`config.mk`:
```
export PLATFORM = sky130hd
export DESIGN_NAME = nib_datapath
export DESIGN_NICKNAME = d
export VERILOG_FILES = /design/src/rtl/dp_pkg.sv /design/src/rtl/dp_regfile.sv /design/src/rtl/dp_alu.sv /design/src/rtl/dp_rotator.sv /design/src/rtl/dp_sequencer.sv /design/src/rtl/nib_datapath.sv
export SDC_FILE = /design/constraint.sdc
export NUM_CORES = 1
export LEC_CHECK = 0
export BUFFER_PORTS_ARGS = -buffer_cell sky130_fd_sc_hd__buf_4
export CAP_MARGIN = 20
export CORE_ASPECT_RATIO = 1.25
export CORE_MARGIN = 2
export CORE_UTILIZATION = 23
export DETAILED_ROUTE_END_ITERATION = 10
export MAX_ROUTING_LAYER = met4
export PLACE_DENSITY = 0.48
export SYNTH_ARGS = -nofsm -noshare
export SYNTH_HDL_FRONTEND = slang
export SYNTH_SLANG_ARGS = --single-unit
```
`constraint.sdc`:
```
create_clock -name clk -period 4.1 [get_ports clk]
set_input_delay 0.82 -clock clk [delete_from_list [all_inputs] [get_ports clk]]
set_output_delay 0.82 -clock clk [all_outputs]
set_load 0.01 [all_outputs]
```
`src/rtl/dp_pkg.sv`:
```
package dp_pkg;

    typedef enum logic [1:0] {
        OP_ADD  = 2'd0,
        OP_PASS = 2'd1,
        OP_XOR  = 2'd2,
        OP_IMM  = 2'd3
    } dp_op_e;

    typedef enum logic [1:0] {
        PH_IDLE = 2'd0,
        PH_OPA  = 2'd1,
        PH_RES  = 2'd2
    } dp_phase_e;

endpackage

```
`src/rtl/dp_regfile.sv`:
```
module dp_regfile #(
    parameter int WIDTH    = 4,
    parameter int NUM_REGS = 4,
    parameter int AW       = $clog2(NUM_REGS)
) (
    input  logic             clk,
    input  logic             rst,
    input  logic [AW-1:0]    rd0_addr,
    output logic [WIDTH-1:0] rd0_data,
    input  logic [AW-1:0]    rd1_addr,
    output logic [WIDTH-1:0] rd1_data,
    input  logic             wr_en,
    input  logic [AW-1:0]    wr_addr,
    input  logic [WIDTH-1:0] wr_data
);

    logic [WIDTH-1:0] mem_d [NUM_REGS];
    logic [WIDTH-1:0] mem_q [NUM_REGS];

    always_comb begin
        mem_d = mem_q;
        if (wr_en) begin
            mem_d[wr_addr] = wr_data;
        end
    end

    always_ff @(posedge clk) begin
        if (rst) begin
            mem_q <= '{default: '0};
        end else begin
            mem_q <= mem_d;
        end
    end

    assign rd0_data = mem_q[rd0_addr];
    assign rd1_data = mem_q[rd1_addr];

endmodule

```
`src/rtl/dp_alu.sv`:
```
module dp_alu
    import dp_pkg::*;
#(
    parameter int WIDTH = 4
) (
    input  logic [WIDTH-1:0] opnd_a,
    input  logic [WIDTH-1:0] opnd_b,
    input  logic [WIDTH-1:0] imm,
    input  dp_op_e           op,
    output logic [WIDTH-1:0] result,
    output logic             carry
);

    logic [WIDTH:0] sum;

    always_comb begin
        sum    = {1'b0, opnd_a} + {1'b0, opnd_b};
        result = '0;
        carry  = 1'b0;
        unique case (op)
            OP_ADD: begin
                result = sum[WIDTH-1:0];
                carry  = sum[WIDTH];
            end
            OP_PASS: result = opnd_a;
            OP_XOR:  result = opnd_a ^ opnd_b;
            OP_IMM:  result = imm;
            default: result = '0;
        endcase
    end

endmodule

```
`src/rtl/dp_rotator.sv`:
```
module dp_rotator #(
    parameter int WIDTH = 4,
    parameter int SW    = $clog2(WIDTH)
) (
    input  logic [WIDTH-1:0] din,
    input  logic [SW-1:0]    amt,
    output logic [WIDTH-1:0] dout
);

    logic [WIDTH-1:0] stage [SW+1];

    assign stage[0] = din;

    for (genvar s = 0; s < SW; s++) begin : g_stage
        localparam int K = 1 << s;
        assign stage[s+1] = amt[s] ? {stage[s][WIDTH-K-1:0], stage[s][WIDTH-1:WIDTH-K]}
                                   : stage[s];
    end

    assign dout = stage[SW];

endmodule

```
`src/rtl/dp_sequencer.sv`:
```
module dp_sequencer
    import dp_pkg::*;
#(
    parameter int BUS_COUNT = 1,
    parameter int WIDTH     = 4,
    parameter int AW        = 2,
    parameter int SW        = 2
) (
    input  logic             clk,
    input  logic             rst,
    input  logic             cmd_valid,
    input  logic [AW-1:0]    cmd_src_a,
    input  logic [AW-1:0]    cmd_src_b,
    input  logic [AW-1:0]    cmd_dst,
    input  dp_op_e           cmd_op,
    input  logic [SW-1:0]    cmd_rot,
    input  logic [WIDTH-1:0] cmd_imm,
    output logic             busy,
    output logic             done,
    output logic [WIDTH-1:0] res_data,
    output logic             res_carry,
    output logic [AW-1:0]    rd0_addr,
    input  logic [WIDTH-1:0] rd0_data,
    output logic [AW-1:0]    rd1_addr,
    input  logic [WIDTH-1:0] rd1_data,
    output logic [WIDTH-1:0] alu_a,
    output logic [WIDTH-1:0] alu_b,
    output logic [WIDTH-1:0] alu_imm,
    output dp_op_e           alu_op,
    input  logic [WIDTH-1:0] alu_res,
    input  logic             alu_carry,
    output logic [WIDTH-1:0] rot_in,
    output logic [SW-1:0]    rot_amt,
    input  logic [WIDTH-1:0] rot_out,
    output logic             wr_en,
    output logic [AW-1:0]    wr_addr,
    output logic [WIDTH-1:0] wr_data
);

    localparam bit ONE_BUS   = (BUS_COUNT == 1);
    localparam bit TWO_BUS   = (BUS_COUNT == 2);

    typedef struct packed {
        dp_phase_e        phase;
        logic [AW-1:0]    src_b;
        logic [AW-1:0]    dst;
        dp_op_e           op;
        logic [SW-1:0]    rot;
        logic [WIDTH-1:0] imm;
        logic [WIDTH-1:0] opa;
        logic [WIDTH-1:0] res;
        logic             carry;
        logic             done;
        logic [WIDTH-1:0] out_data;
        logic             out_carry;
    } seq_t;

    seq_t st_d, st_q;

    logic [WIDTH-1:0] bus_a;
    logic [WIDTH-1:0] bus_b;
    logic             accept;

    // With a single bus both operands share read port 0 in turn.
    assign bus_a  = rd0_data;
    assign bus_b  = ONE_BUS ? rd0_data : rd1_data;
    assign accept = cmd_valid && (st_q.phase == PH_IDLE);

    always_comb begin
        st_d      = st_q;
        st_d.done = 1'b0;

        rd0_addr = cmd_src_a;
        rd1_addr = cmd_src_b;
        alu_a    = bus_a;
        alu_b    = bus_b;
        alu_op   = cmd_op;
        alu_imm  = cmd_imm;
        rot_in   = alu_res;
        rot_amt  = cmd_rot;
        wr_en    = 1'b0;
        wr_addr  = cmd_dst;
        wr_data  = rot_out;

        unique case (st_q.phase)
            PH_IDLE: begin
                if (accept) begin
                    st_d.src_b = cmd_src_b;
                    st_d.dst   = cmd_dst;
                    st_d.op    = cmd_op;
                    st_d.rot   = cmd_rot;
                    st_d.imm   = cmd_imm;
                    if (ONE_BUS) begin
                        st_d.opa   = bus_a;
                        st_d.phase = PH_OPA;
                    end else if (TWO_BUS) begin
                        st_d.res   = alu_res;
                        st_d.carry = alu_carry;
                        st_d.phase = PH_RES;
                    end else begin
                        wr_en          = 1'b1;
                        st_d.done      = 1'b1;
                        st_d.out_data  = rot_out;
                        st_d.out_carry = alu_carry;
                    end
                end
            end
            PH_OPA: begin
                rd0_addr   = st_q.src_b;
                alu_a      = st_q.opa;
                alu_op     = st_q.op;
                alu_imm    = st_q.imm;
                st_d.res   = alu_res;
                st_d.carry = alu_carry;
                st_d.phase = PH_RES;
            end
            PH_RES: begin
                rot_in         = st_q.res;
                rot_amt        = st_q.rot;
                wr_en          = 1'b1;
                wr_addr        = st_q.dst;
                st_d.done      = 1'b1;
                st_d.out_data  = rot_out;
                st_d.out_carry = st_q.carry;
                st_d.phase     = PH_IDLE;
            end
            default: st_d.phase = PH_IDLE;
        endcase
    end

    always_ff @(posedge clk) begin
        if (rst) begin
            st_q <= '0;
        end else begin
            st_q <= st_d;
        end
    end

    assign busy      = (st_q.phase != PH_IDLE);
    assign done      = st_q.done;
    assign res_data  = st_q.out_data;
    assign res_carry = st_q.out_carry;

endmodule

```
`src/rtl/nib_datapath.sv`:
```
module nib_datapath
    import dp_pkg::*;
#(
    parameter int BUS_COUNT = 1,
    parameter int WIDTH     = 4,
    parameter int NUM_REGS  = 4
) (
    input  logic                        clk,
    input  logic                        rst,
    input  logic                        cmd_valid,
    input  logic [$clog2(NUM_REGS)-1:0] cmd_src_a,
    input  logic [$clog2(NUM_REGS)-1:0] cmd_src_b,
    input  logic [$clog2(NUM_REGS)-1:0] cmd_dst,
    input  logic [1:0]                  cmd_op,
    input  logic [$clog2(WIDTH)-1:0]    cmd_rot,
    input  logic [WIDTH-1:0]            cmd_imm,
    output logic                        busy,
    output logic                        done,
    output logic [WIDTH-1:0]            res_data,
    output logic                        res_carry
);

    localparam int AW = $clog2(NUM_REGS);
    localparam int SW = $clog2(WIDTH);

    logic [AW-1:0]    rf_rd0_addr, rf_rd1_addr, rf_wr_addr;
    logic [WIDTH-1:0] rf_rd0_data, rf_rd1_data, rf_wr_data;
    logic             rf_wr_en;
    logic [WIDTH-1:0] alu_a, alu_b, alu_imm, alu_res;
    logic             alu_carry;
    dp_op_e           alu_op;
    logic [WIDTH-1:0] rot_in, rot_out;
    logic [SW-1:0]    rot_amt;

    dp_regfile #(.WIDTH(WIDTH), .NUM_REGS(NUM_REGS), .AW(AW)) u_regfile (
        .clk      (clk),
        .rst      (rst),
        .rd0_addr (rf_rd0_addr),
        .rd0_data (rf_rd0_data),
        .rd1_addr (rf_rd1_addr),
        .rd1_data (rf_rd1_data),
        .wr_en    (rf_wr_en),
        .wr_addr  (rf_wr_addr),
        .wr_data  (rf_wr_data)
    );

    dp_alu #(.WIDTH(WIDTH)) u_alu (
        .opnd_a (alu_a),
        .opnd_b (alu_b),
        .imm    (alu_imm),
        .op     (alu_op),
        .result (alu_res),
        .carry  (alu_carry)
    );

    dp_rotator #(.WIDTH(WIDTH), .SW(SW)) u_rotator (
        .din  (rot_in),
        .amt  (rot_amt),
        .dout (rot_out)
    );

    dp_sequencer #(.BUS_COUNT(BUS_COUNT), .WIDTH(WIDTH), .AW(AW), .SW(SW)) u_seq (
        .clk       (clk),
        .rst       (rst),
        .cmd_valid (cmd_valid),
        .cmd_src_a (cmd_src_a),
        .cmd_src_b (cmd_src_b),
        .cmd_dst   (cmd_dst),
        .cmd_op    (dp_op_e'(cmd_op)),
        .cmd_rot   (cmd_rot),
        .cmd_imm   (cmd_imm),
        .busy      (busy),
        .done      (done),
        .res_data  (res_data),
        .res_carry (res_carry),
        .rd0_addr  (rf_rd0_addr),
        .rd0_data  (rf_rd0_data),
        .rd1_addr  (rf_rd1_addr),
        .rd1_data  (rf_rd1_data),
        .alu_a     (alu_a),
        .alu_b     (alu_b),
        .alu_imm   (alu_imm),
        .alu_op    (alu_op),
        .alu_res   (alu_res),
        .alu_carry (alu_carry),
        .rot_in    (rot_in),
        .rot_amt   (rot_amt),
        .rot_out   (rot_out),
        .wr_en     (rf_wr_en),
        .wr_addr   (rf_wr_addr),
        .wr_data   (rf_wr_data)
    );

endmodule

```
==> results of run 1 <==
## routing by layer
| layer | vias up | part of all wire [%] | global-route usage [%] |
|---|---|---|---|
| li1 | 1255 | - | - |
| met1 | 1207 | 44 | 17.1 |
| met2 | 55 | 51 | 22.1 |
| met3 | 2 | 4.6 | 2.68 |
| met4 | 0 | 0.59 | 4.24 |
| met5 | - | 0 | - |
## synthesized netlist by cell type, types with 3 or more instances
cell and instances:
inv_1 9, mux2i_1 8, o2111ai_1 4, nor3_1 6, a31oi_1 4, or3_1 4, mux4_2 7, and3_1 6
nor2_1 38, dfxtp_1 45, buf_2 3, clkbuf_1 12, a21oi_1 31, ha_1 4, buf_4 5, nor2b_1 5
o211ai_1 6, and2_1 3, nor4bb_1 4, nand3_1 4, a311oi_1 8, nand2_1 57, buf_1 4, a211oi_1 14
## state kept, by name, indices dropped and copies added (netlist names)
| signal | cells |
|---|---|
| u_seq.res_data | 4 |
| u_seq.res_carry | 1 |
| u_seq.st_q | 23 |
| u_regfile.mem_q | 16 |
| u_seq.done | 1 |
## where the power goes
| part | internal (uW) | leakage (uW) | switching, uW | total [uW] |
|---|---|---|---|---|
| logic | 83.6 | 0.000711 | 119 | 203 |
| clock network | 305 | 0.0000831 | 182 | 487 |
| registers | 454 | 0.000366 | 19.8 | 474 |
## final cells by class
class,instances,share of cell area (%)
multi-input combinational,257,52.7
sequential,45,27.7
timing repair buffer,30,6.92
tap,161,6.19
clock buffer,6,4.26
clock inverter,2,1.15
inverter,10,1.15
## how the worst min path moves through the flow
stage	startpoint	to	slack (ns)	cells after the start
6_report	u_seq.st_q[18]	u_seq.st_q[18]	0.45	2
5_1_grt	u_seq.st_q[6]	u_seq.res_carry	0.47	2
3_3_place_gp	u_seq.st_q[17]	u_seq.st_q[17]	0.44	2
4_1_cts	u_seq.st_q[18]	u_seq.st_q[18]	0.46	2
3_5_place_dp	u_seq.st_q[18]	u_seq.st_q[18]	0.45	2
2_1_floorplan	u_seq.st_q[18]	u_seq.st_q[18]	0.43	2
## stage by stage
step	setup WS, ns	util, %	total power [uW]
finish	0.587	27.8	1160
global route	0.377	27.8	1220
CTS	0.599	27.8	1180
detailed placement	0.416	26.3	686
global placement	0.446	26.3	685
floorplan	0.680	-	626
## worst max-delay path, cell delays in order, from the launching register on
cell	delay [ns]
dfxtp_1	0.33
buf_4	0.20
nand3b_1	0.21
a21boi_4	0.22
mux2i_1	0.31
a211oi_1	0.14
a21o_1	0.17
ha_1	0.36
mux2_2	0.29
a32oi_1	0.20
o311a_1	0.18
o21a_1	0.16
nand4_1	0.17
o21ai_2	0.28
a311oi_1	0.13
## kinds of logic (layout without fill, tap and decap cells)
kind of cell	after synthesis	count (layout)	share of synthesized area (%)
AND/OR/NAND/NOR	141	141	24.7
AO/OA/AOI/OAI	93	93	24.7
flip-flops	45	45	32.3
buffers and inverters	36	48	6.19
multiplexers	18	18	9.96
adder cells (fa/ha/maj)	4	4	1.79
XOR/XNOR	1	1	0.314
==> metrics.md, run 1 <==
| Metric | Value |
|---|---|
| Critical Path RT | approximately 4.2 ns |
| Worst setup SP type | flop |
| Worst slew margin | between 40% and 50% |
| Ant. Diodes | 0 |
| DP HPWL | between 6000 and 7000 um |
| Fin cells | between 500 and 600 |
| Setup_tns | 0 ns |
| Placed insts | between 500 and 600 |
| Synthesized area | about 2800 um2 |
| Design area | approximately 3300 um2 |
| Initial core utilization | 23.8% |
| Initial drt markers | between 100 and 150 |
| Post-synthesis sequential area ratio | 32.3% |
| First-pass DRT Iterations | 6 |
| Overall routed net length | approximately 8300 um |
| Vias | 2519 |
| Yosys warns | 0 |
| Die Width | just over 100 um |
| Max Clock Freq | between 200 and 300 MHz |
| Max-cap violation count | 0 |
| Initial antenna violation count | 0 |
| Post-Syn Nets | between 300 and 400 |
| Synth Area per Inst | 8.25 um2 |
| Ratio of cells with drive above 1 in the final layout | around 18% |
| Syn Inst Count | between 300 and 400 |
| Fillers | 1280 |
| EDFF count, synth | 0 |
| Leakage | around 0.0012 uW |
| GRT overflow | 0 |
| Commonest non-fill, non-tap cell in the layout | nand2_1 |
| CTS HTree Levels | 2 |
| Share of async-settable or async-resettable flops after synthesis | 0% |
| Global-route usage over all layers | a little over an eighth |
| Vias in the first global route | roughly 2400 |
| Critical path launch point | u_seq.st_q[28] |
| Final Hold Viols | 0 |
| Critical Path End | u_regfile.mem_q[14] |
| Total clock sinks | between 40 and 50 |
| Post-CTS Resized | 0 |
| Min Hold Slack | between 0.4 and 0.5 ns |
| Cell Area, Placed | between 3000 and 4000 um2 |
| Die Span Y | between 100 and 150 um |
| Peak supply drop | roughly 0.14 mV |
| Pwr Density | between 300 and 400 nW/um2 |
| CTS root buffer | clkbuf_16 |
| Die ar. | 13000 um2 |
| P&R area growth vs syn | 16.8% |
| Cell taking the most area after synthesis | dfxtp_1 |
| #FFs+latches synth | 45 |
| Crit path DAT | ~3.6 ns |
| Postcts setup bufs | 0 |
| CTS tree | yes |
| Routability cong. | 0.866 |
| Setup CP Type | flop to flop |
| RSZ-0062 raised after global routing | no |
| Largest net degree at the start of global routing | 46 |
| CTS buffer count | 5 |
| Cts-stage hold buffer count | 0 |
| Reg area | roughly 900 um2 |
| Core Rows | between 40 and 50 |
| Final nets | 370 |
| HP Class | flop to flop |
| Later-pin clock latency in the skew report | between 0.2 and 0.3 ns |
| Clock skew | just under 0.008 ns |
| Multi-input logic area | around 1700 um2 |
| I/O Pins | 24 |
| Synth area leaders | dfxtp_1, nand2_1, mux4_2 |
| Reg2reg start | u_seq.st_q[28] |
| Reg clk slew, reported paths | about 0.07 ns |
| Crit Reg-Reg Endpoint | u_regfile.mem_q[14] |
| Synth cell types | 61 |
| Vias/cell | 4.93 |
| Final Critical Period | around 3.5 ns |
| CTS Buffer Depth | 2 |
| Reg2reg path depth | 14 |
| Status | complete, no violations |
| Core Box Area | approximately 12000 um2 |
| Worst slew pin tran | between 0.8 and 0.9 ns |
| Top FF cell, synth | dfxtp_1 |
| First-pass GRT wire length | 13200 um |
| Final ANT Viol Nets | 0 |
| Final Slew Violations | 0 |
| Worst Path Max Fanout | 13 |
| Yosys top cell area share | ~32% |
| Most frequent cells in the layout | nand2_1, dfxtp_1, nor2_1 |
| PortBufs | 23 |
| WL/cell | between 15 and 20 um |
| Final setup violation count | 0 |
| Remaining DRCs | 0 |
| Final Cycle Share | between 80% and 90% |
| CP Capture Type | flop |
| R2R Setup Slk | between 0.5 and 0.6 ns |
No activity file was read; power rests on OpenSTA's default activity.
==> run 2: changes to the inputs <==
--- a/config.mk
+++ b/config.mk
@@ -5,6 +5,7 @@
 export SDC_FILE = /design/constraint.sdc
 export NUM_CORES = 1
 export LEC_CHECK = 0
+export ABC_AREA = 1
 export BUFFER_PORTS_ARGS = -buffer_cell sky130_fd_sc_hd__buf_4
 export CAP_MARGIN = 20
 export CORE_ASPECT_RATIO = 1.25
==> run 2 against run 1 <==
  * Final area fell by 11%
  * Synthesized area shrank 13%
  * First-iteration DRC count did not move
  * Via count shrank 9.6%
  * Largest cell class unchanged
==> metrics.md, run 2 <==
| Metric | Value |
|---|---|
| Setup ws final | 1.10 ns |
| Final Cycle Share | about three quarters |
| Vias | approximately 2300 |
| Final ANT Viol Nets | 0 |
| M2 GR Usage | between 10% and 20% |
| Largest register FFs | 23 |
| Largest net degree at the start of global routing | 39 |
| Pwr Density | roughly 430 nW/um2 |
| Remaining DRCs | 0 |
| Synth cell types | 31 |
| EDFF count, synth | 0 |
| Initial drt markers | between 100 and 150 |
| First-pass GRT wire length | roughly 11000 um |
| Postcts setup bufs | 0 |
| #FFs+latches synth | 45 |
| Min Hold Slack | 0.457 ns |
| Final Critical Period | around 3 ns |
| Leakage | approximately 0.0013 uW |
| Worst slew pin tran | 0.811 ns |
| Crit path DAT | 3.15 ns |
| R2R Setup Slk | ~1.1 ns |
| Clock skew | approximately 0.0033 ns |
| Yosys top cell area share | 37.3% |
| PortBufs | 23 |
| Max Clock Freq | around 330 MHz |
| Post-synthesis sequential area ratio | approximately 37% |
| Max-cap violation count | 0 |
| First-pass DRT Iterations | 4 |
| Die ar. | between 10000 and 15000 um2 |
| Setup_tns | 0 ns |
| Synth area leaders | dfxtp_1, o21ai_0, nand3_1 |
| Most frequent cells in the layout | nand2_1, dfxtp_1, inv_1 |
| Core Box Area | 10200 um2 |
| Vias/cell | between 4 and 5 |
| Routability cong. | ~0.91 |
| Critical Path RT | 4.24 ns |
| CTS tree | yes |
| WL/cell | ~13 um |
| Commonest non-fill, non-tap cell in the layout | nand2_1 |
| Top FF cell, synth | dfxtp_1 |
| Setup CP Type | flop to flop |
| Share of async-settable or async-resettable flops after synthesis | 0% |
| Vias in the first global route | approximately 2200 |
| Global route hottest layer | met2 |
| Most frequent cell after synthesis | nand2_1 |
| I/O Pins | 24 |
| Core Rows | 41 |
| Final setup violation count | 0 |
| P&R area growth vs syn | 20.5% |
| Ant. Diodes | 0 |
| Placement Setup Slack | between 1 and 1.5 ns |
| Initial antenna violation count | 0 |
| Peak supply drop | between 0.15 and 0.2 mV |
| Global-route usage over all layers | around an eighth |
| Top post-synthesis cells by count | nand2_1, dfxtp_1, inv_1 |
| Post-Syn Nets | 374 |
| CTS HTree Levels | 2 |
| Die Span Y | 119 um |
| DP HPWL | approximately 4800 um |
| Status | complete, no violations |
| Reg clk slew, reported paths | ~0.070 ns |
| Final nets | 392 |
| RSZ-0062 raised after global routing | no |
| Final Slew Violations | 0 |
| Later-pin clock latency in the skew report | around 0.29 ns |
| Cts-stage hold buffer count | 0 |
| Post-CTS Resized | 0 |
| Worst slew margin | between 40% and 50% |
| GRT overflow | 0 |
| CP Capture Type | flop |
| Met1 Usage GRT | approximately 16% |
| Syn Inst Count | approximately 350 |
| Most flops, register | u_seq.st_q |
| Final Hold Viols | 0 |
| Ratio of cells with drive above 1 in the final layout | 15.9% |
| Cell taking the most area after synthesis | dfxtp_1 |
| Initial core utilization | a little under a quarter |
| CTS root buffer | clkbuf_16 |
| Yosys warns | 0 |
| CTS buffer count | 5 |
| Worst setup SP type | flop |
| CTS Buffer Depth | 2 |
| Synth Area per Inst | roughly 7 um2 |
| Synthesized area | between 2000 and 2500 um2 |
| Total clock sinks | 45 |
| Worst Path Max Fanout | 21 |
| Die Width | roughly 96 um |
| Met3 usage | approximately 2.2% |
| HP Class | flop to flop |
| Overall routed net length | between 6000 and 7000 um |
## run 2: cell count changes after synthesis, sizes merged, moves of 7 or more
cell	delta
nand3	+34
o21ai	+42
a211oi	-14
mux2i	-9
inv	+35
mux4	-7
a311oi	-10
## run 2: kinds of logic after synthesis
logic type      after synthesis  synth area share [%]
buf+inv                      63                  10.6
xor+xnor                      1                 0.363
flops                        45                  37.3
fa+ha+maj                     4                  2.07
compound gates               92                  21.8
simple gates                148                  27.9
## run 2: area by class of cell
cell class	count	area, um2
fillers	1127	7250
multi-input cells	245	1260
flip-flops and latches	45	901
repair buffers	27	223
inverters	47	176
well taps	129	161
clock buffers	5	125
clock inverters	3	65.1
## run 2: metrics by stage
step / cell area (um2) / instances / power, uW / util [%]
2_1_floorplan: 2410 / 353 / 665 / -
4_1_cts: 2880 / 500 / 1260 / 28.4
3_3_place_gp: 2690 / 492 / 735 / 26.5
5_1_grt: 2910 / 501 / 1320 / 28.7
6_report: 2910 / 501 / 1250 / 28.7
3_5_place_dp: 2690 / 492 / 735 / 26.5
## run 2: final timing paths
kind                   from                 end  cells after the start
max reg2reg  u_seq.st_q[28]  u_regfile.mem_q[6]                     18
min          u_seq.st_q[19]      u_seq.st_q[19]                      2
max          u_seq.st_q[28]  u_regfile.mem_q[6]                     18
min reg2reg  u_seq.st_q[19]      u_seq.st_q[19]                      2
## run 2: worst max-delay path: stages (launching register included)
cell and delay, ns:
dfxtp_1 0.31, inv_1 0.15, nand2_4 0.17, inv_2 0.31, nand2_1 0.11, nand2_2 0.14, o21ai_0 0.12, o22ai_2 0.21
o21a_1 0.16, ha_1 0.18, nand2_1 0.10, nor2_4 0.11, o21ai_1 0.10, nand3_1 0.12, nand3_1 0.11, nand3_1 0.11
nand3_1 0.09, nand2_2 0.18, a21oi_1 0.08
## run 2: metal layers
metal | vias up | share of wire (%) | wire [um]
met1 | 1025 | 48 | 3100
met5 | - | 0 | 0
met4 | 0 | 1.9 | 125
met2 | 38 | 47 | 3080
met3 | 10 | 3.0 | 192
li1 | 1203 | - | -
## run 2: where the power goes
| part | total, uW | switching [uW] | internal, uW |
|---|---|---|---|
| clock | 526 | 178 | 348 |
| combinational | 252 | 159 | 92.4 |
| sequential | 474 | 13.8 | 461 |
